## src/rtl/door_pkg.sv

```systemverilog
package door_pkg;

    localparam int unsigned ST_W = 3;

    typedef enum logic [ST_W-1:0] {
        ST_SHUT     = 3'd0,
        ST_RISE     = 3'd1,
        ST_HALT_UP  = 3'd2,
        ST_FULL     = 3'd3,
        ST_FALL     = 3'd4,
        ST_HALT_DN  = 3'd5
    } door_st_e;

    typedef struct packed {
        logic up;
        logic down;
    } motor_t;

    function automatic logic is_moving(door_st_e s);
        return (s == ST_RISE) || (s == ST_FALL);
    endfunction

    function automatic logic is_still(door_st_e s);
        return (s == ST_SHUT) || (s == ST_FULL) ||
               (s == ST_HALT_UP) || (s == ST_HALT_DN);
    endfunction

    function automatic motor_t motor_for(door_st_e s);
        motor_t m;
        m.up   = (s == ST_RISE);
        m.down = (s == ST_FALL);
        return m;
    endfunction

endpackage

```

## src/rtl/door_click_edge.sv

```systemverilog
module door_click_edge (
    input  logic clk,
    input  logic rst,
    input  logic btn_raw,
    output logic click
);
    logic btn_q;

    // Reset loads 1 so that a button held through reset gives no press.
    always_ff @(posedge clk) begin
        if (rst) btn_q <= 1'b1;
        else     btn_q <= btn_raw;
    end

    assign click = btn_raw & ~btn_q;

    // a held button yields at most one press.
    a_r7_single_press: assert property (@(posedge clk) disable iff (rst)
        (click && btn_raw) |=> !click);

endmodule

```

## src/rtl/door_seq.sv

```systemverilog
module door_seq
    import door_pkg::*;
(
    input  logic     clk,
    input  logic     rst,
    input  logic     click,
    input  logic     at_end,
    output door_st_e state
);
    door_st_e nxt;

    always_comb begin
        nxt = state;
        case (state)
            ST_SHUT:    if (click) nxt = ST_RISE;
            ST_FULL:    if (click) nxt = ST_FALL;
            ST_RISE: begin
                if (at_end)     nxt = ST_FULL;      // sensor outranks press
                else if (click) nxt = ST_HALT_UP;
            end
            ST_FALL: begin
                if (at_end)     nxt = ST_SHUT;
                else if (click) nxt = ST_HALT_DN;
            end
            ST_HALT_UP: if (click) nxt = ST_FALL;
            ST_HALT_DN: if (click) nxt = ST_RISE;
            default:    nxt = ST_SHUT;              // unused codes recover
        endcase
    end

    always_ff @(posedge clk) begin
        if (rst) state <= ST_SHUT;
        else     state <= nxt;
    end

    a_r1_reset_closed: assert property (@(posedge clk)
        rst |=> (state == ST_SHUT));

    a_r8_end_wins: assert property (@(posedge clk) disable iff (rst)
        (is_moving(state) && at_end) |=> (state == ST_SHUT || state == ST_FULL));

    a_r5_press_halts: assert property (@(posedge clk) disable iff (rst)
        (is_moving(state) && click && !at_end) |=>
            (state == ST_HALT_UP || state == ST_HALT_DN));

    a_r6_reverse: assert property (@(posedge clk) disable iff (rst)
        (state == ST_HALT_UP && click) |=> (state == ST_FALL));

    a_r9_still_holds: assert property (@(posedge clk) disable iff (rst)
        (is_still(state) && !click) |=> $stable(state));

endmodule

```

## src/rtl/door_motor_drive.sv

```systemverilog
module door_motor_drive
    import door_pkg::*;
(
    input  door_st_e state,
    output logic     mot_up,
    output logic     mot_down
);
    motor_t m;

    always_comb begin
        m        = motor_for(state);
        mot_up   = m.up;
        mot_down = m.down;
        // both commands high is forbidden.
        a_r2_motor_exclusive: assert (!(mot_up && mot_down));
    end

endmodule

```

## src/rtl/door_ctrl.sv

```systemverilog
module door_ctrl
    import door_pkg::*;
(
    input  logic clk,
    input  logic rst,
    input  logic btn_raw,
    input  logic at_end,
    output logic mot_up,
    output logic mot_down
);
    logic     click;
    door_st_e state;

    door_click_edge u_edge (
        .clk     (clk),
        .rst     (rst),
        .btn_raw (btn_raw),
        .click   (click)
    );

    door_seq u_seq (
        .clk    (clk),
        .rst    (rst),
        .click  (click),
        .at_end (at_end),
        .state  (state)
    );

    door_motor_drive u_drive (
        .state    (state),
        .mot_up   (mot_up),
        .mot_down (mot_down)
    );

endmodule

```

## config.mk

```make
export PLATFORM = sky130hd
export DESIGN_NAME = door_ctrl
export DESIGN_NICKNAME = d
export VERILOG_FILES = /design/src/rtl/door_pkg.sv /design/src/rtl/door_click_edge.sv /design/src/rtl/door_seq.sv /design/src/rtl/door_motor_drive.sv /design/src/rtl/door_ctrl.sv
export SDC_FILE = /design/constraint.sdc
export NUM_CORES = 1
export LEC_CHECK = 0
export BUFFER_PORTS_ARGS = -buffer_cell sky130_fd_sc_hd__buf_2
export CORE_AREA = 5 5 42 44
export CTS_BUF_LIST = sky130_fd_sc_hd__clkbuf_8
export DETAILED_ROUTE_END_ITERATION = 10
export DIE_AREA = 0 0 47 49
export PLACE_DENSITY_LB_ADDON = 0.1
export SLEW_MARGIN = 20
export SYNTH_ARGS = -nofsm -noshare
export SYNTH_HDL_FRONTEND = slang
export SYNTH_SLANG_ARGS = --single-unit
```

## constraint.sdc

```tcl
create_clock -name clk -period 1.4 [get_ports clk]
set_input_delay 0.14 -clock clk [delete_from_list [all_inputs] [get_ports clk]]
set_output_delay 0.14 -clock clk [all_outputs]
set_load 0.02 [all_outputs]
```

[Word-level counts from Yosys, hierarchy flattened]
Index checks and enable logic that the tools add are counted.
Word-level totals
  flip-flop bits (word level): 4
  word-level logic and storage cells: 24
  bits of input ports: 4
  output and inout bits: 2
Cells by class
  reduce and logical (&&, ||, !) cells: 4
  equality and inequality tests: 9
  mux-type cells: 7
  bitwise operators: 2
Operators by type and width (count)
  2-to-1 mux 3 bit: 6
  one-hot mux 3 bit (4 select lines): 1
  == test 3 x 2 -> 1 bit (second input constant): 2
  == test 3 bit (second input constant): 2
  != test 3 x 2 -> 1 bit (second input constant): 2
  != test 2 x 1 -> 1 bit (second input constant): 2
  AND reduction 4 bit: 1
  OR reduction 2 bit: 2
  == test 3 x 1 -> 1 bit (second input constant): 1
  zero test 3 bit: 1
  bitwise AND 1 bit: 1
  inverter 1 bit: 1

[Depth between registers and ports, before layout]
  word-level depth: 5
  mapped depth: 3
  depth with buffers taken out: 3

[Hierarchy]
From an unflattened synthesis, not the netlist that was laid out.
Unflattened totals
  cells, all modules: 20
  area, all modules: 196.4 um^2
Modules (own cells, without submodules)
  door_seq: times used 1, sequential area each 60.1 um^2, cells each 15, area each 148.9 um^2
  door_click_edge: times used 1, sequential area each 20.0 um^2, cells each 3, area each 32.5 um^2
  door_motor_drive: times used 1, sequential area each 0.0 um^2, cells each 2, area each 15.0 um^2

[Worst setup path after synthesis]
OpenSTA, ideal clock, no wires.
  kind: flip-flop to output port
  start point: register u_seq.state[0]
  end point: output mot_up
  stages on the path, launching flop included: 3
  buffers on the path: 0
  slack: 364 ps
  data required time: 1260 ps
  arrival time: 896 ps
  cell sequence: dfxtp_1 or2b_1 nor2_1
On the way
  longest elaborated chain between the ends: 1
RTL lines
  from (decl): RTL line door_seq.sv:8  | output door_st_e state
  from (signal assigned): RTL line door_seq.sv:33  | else state <= nxt;
  == test 3 x 1 -> 1 bit: RTL line door_pkg.sv:30  | m.up = (s == ST_RISE);
  to (decl): RTL line door_ctrl.sv:8  | output logic mot_up,
No other way between the ends.

[Worst setup path in the final report]
Ends and elaborated chain as after synthesis.

==> results.env <==
RUN_STATUS='completed'
CRIT_PATH_START='u_seq.state[0]'
SYNTH_CELL_TYPE_COUNT=17
NUMBER_OF_FAILING_HOLD_ENDPOINTS_AT_THE_FINAL_STAGE=0
FINALCLOCKSKEW_PS=2.41
DRT_ITER0_DRC=1
IR_WORST_VDD_V=0.000384
CLOCKROOTBUFFER='sky130_fd_sc_hd__clkbuf_8'
MAXSLEWVIOLCOUNT=0
TIMING.FINAL.SETUP_VIOLATIONS=0
FILLERS=170
HOLDCRITSTARTPOINT='btn_raw'
POWER_FRAC_COMB_PCT=7.0
POST_DRT_WL_PER_CELL_MICRONS=9.94
MOSTFREQUENTLAYOUTCELL='sky130_fd_sc_hd__buf_2'
POSTCTSHOLDBUFS=0
MULTI_INPUT_AREA_SQ_UM=125
WIRE_LENGTH_OF_THE_FIRST_GLOBAL_ROUTING_PASS_MICRONS=917
SWITCHINGPOWER_mW=0.0700
DRT_PRE_ANTENNA_ITERS=2
COMMONEST_NON_FILL_NON_TAP_CELLS_IN_THE_LAYOUT='sky130_fd_sc_hd__buf_2 (5), sky130_fd_sc_hd__dfxtp_1 (4), sky130_fd_sc_hd__clkbuf_8 (3)'
DRIVE_ABOVE_1_SHARE_PCT=34.4
DESIGN.DIE.AREA_SQ_UM=2300
FIN_CRIT_SH_PCT=89.1
HOLD_PATH_CLASS='in2reg'
GRT.TOTAL_USAGE_PCT=5.70
DETAIL-ROUTE-ANTENNA-NETS=0
GRT-OVFL-TOTAL=0
WORST_EP_ARRIVAL_TIME_PS=1110
CLOCK_SINK_COUNT=4
P_SEQ_SHARE_PCT=32.5
HTREEDEPTH=1
P_LEAK_nW=0.112
FINALHOLDWORSTSLACK_PS=143
FP-ROW-COUNT=14
SHARE_OF_TOTAL_POWER_CONSUMED_BY_NET_SWITCHING_PCT=18.2
FMAX_MHz=802
MAX_SLEW.WORST_PIN.SLEW_PS=276
NUM_VIAS=198
TIMING.MAX_SLEW.REL_SLACK_PCT=81.5
CLOCK_LATENCY_PS=210
CRITICAL_PATH_CLASS='reg2out'
DRC_ERRORS=0
INSERTEDDIODECOUNT=0
FLOW.AREA_GROWTH_FROM_SYNTHESIS_PCT=41.3
CTS-RESIZED-GATES=0
SYNTH_WARNINGS=0
POSTSYNTHCELLCOUNT=24
TNS_PS=0
YS_SEQ_ELEMENTS=4
P_INT_mW=0.315
CRIT_PATH_TOP_DELAY_CELL='sky130_fd_sc_hd__dfxtp_1'
CTS_INSERTED_BUFFERS=3
DIE_W_MICRONS=47
DIEHEIGHT_MICRONS=49
CPPEAKSTAGEDELAY_PS=390
CTS.REPAIR_TIMING.SETUP_BUFFER_COUNT=0
DETAILEDPLACEMENTHPWL_MICRONS=394
GRT_PASS1_VIAS=224
POST_SYNTH.CELL_AREA_AVG_SQ_UM=8.71
ROUTE.FINAL.WIRE_LENGTH_MICRONS=477
SEQCELLAREA_SQ_UM=80.1
GLOBALPLACE.CONGESTION=0.646
CTS_BUFFER_DEPTH=2
MAX-CAP-VIOLATIONS=0
BUFFERS_ON_PORTS=5
NUMBER_OF_ANTENNA_VIOLATIONS_AT_THE_FIRST_CHECK_IN_GLOBAL_ROUTING=0
TIMING.CRITICAL_PATH.REQUIRED_PS=1260
MAXIMUM_NUMBER_OF_PINS_ON_ONE_NET_BEFORE_GLOBAL_ROUTE_REPAIR=8
WORSTSETUPENDPOINTTYPE='primary output'
WORST_SETUP_PATH_START_KIND='flip-flop'
POWER_PER_CELL_AREA_nW_PER_UM2=1300
POWER_FRAC_CLOCK_PCT=60.4
SYN_NETS=28
CP_MAX_FO=6
FINALWORSTPATHREQUIREDPERIOD_PS=1250
FP.COREAREA_SQ_UM=1400
SYNTH_AREA_SQ_UM=209
GRT_SETUP_UNREPAIRED='no'
DRT-VIAS-PER-INSTANCE=4.13
WORSTPATHCELLLIST='or2b_1 -> nor2_1 -> buf_2'
SEQUENTIAL_AREA_SHARE_AFTER_SYNTHESIS_PCT=38.3
CTS_TREE='built'
NUM-NETS-FINAL=38
POST_CTS_CLOCK_SLEW_AT_THE_LAUNCH_AND_CAPTURE_REGISTERS_OF_THE_WORST_SETUP_AND_HOLD_PATHS_PS=30
DESIGN.PORTCOUNT=6
CRIT-REG2REG-LAUNCH='u_seq.state[0]'
FLOORPLAN.INITIALDENSITY_PCT=14.9
kinds of logic (layout without fill, tap and decap cells):
logic type,count (synthesis),in the layout,share of synthesized area (%)
AND/OR/NAND/NOR,13,13,37.7
AO/OA/AOI/OAI,6,6,22.2
flip-flops,4,4,38.3
buffers and inverters,1,9,1.79
synth_stat cells, drive strengths merged:
master  n  area [sq um]
a2111o  1          11.3
o21ai   1          5.00
nand3   2          10.0
or2     1          6.26
a21boi  1          7.51
o41ai   1          8.76
nor2    2          7.51
a21oi   2          13.8
nand2   1          3.75
nor2b   2          20.0
nor4    1          6.26
inv     1          3.75
or2b    2          15.0
dfxtp   4          80.1
nor3    2          10.0
worst paths after layout:
check	to	slack (ps)	cells past startpoint
setup / recovery	mot_up	150	3
hold / removal	u_edge.btn_q	140	2
setup reg to reg	u_seq.state[2]	360	3
hold reg to reg	u_seq.state[1]	540	1
critical path, delay by kind of cell, from the launching register on:
family | cells | cell delay, ps
and+or+nand+nor | 2 | 340
buffers and inverters | 1 | 170
DFF | 1 | 390
layout make-up:
| cell class | instances | share of cell area [%] |
|---|---|---|
| Multi-Input combinational cell | 19 | 42.4 |
| Tap cell | 16 | 6.78 |
| Sequential cell | 4 | 27.1 |
| Clock buffer | 3 | 14.0 |
| Inverter | 1 | 1.27 |
| Timing Repair Buffer | 5 | 8.47 |
metrics by stage:
stage	util (%)	cells	worst slack [ps]	instance area, sq um	power, mW
after detailed placement	18.1	45	360	254	0.155
after CTS	21.1	48	139	295	0.393
final	21.1	48	153	295	0.385
after global placement	18.1	45	370	254	0.155
after floorplan	-	24	364	209	0.142
after global routing	21.1	48	57.5	295	0.409
registers in the layout, summed over array words and instances (netlist names):
name          cells
u_edge.btn_q      1
u_seq.state       3
metal layers:
layer	global-route usage, %	vias up	part of all wire [%]
li1	-	103	-
met1	6.14	92	43
met2	8.60	3	49
met3	3.32	0	7.1
met4	2.76	0	0
met5	0	-	0
power by group through the flow:
stage	logic, mW	clock network (mW)	registers, mW
finish	0.0272	0.233	0.125
global route	0.0312	0.251	0.127
CTS	0.0277	0.240	0.125
detailed placement	0.0277	0	0.127
global placement	0.0279	0	0.127
floorplan	0.0164	0	0.126
(Power assumes the default switching activity.)
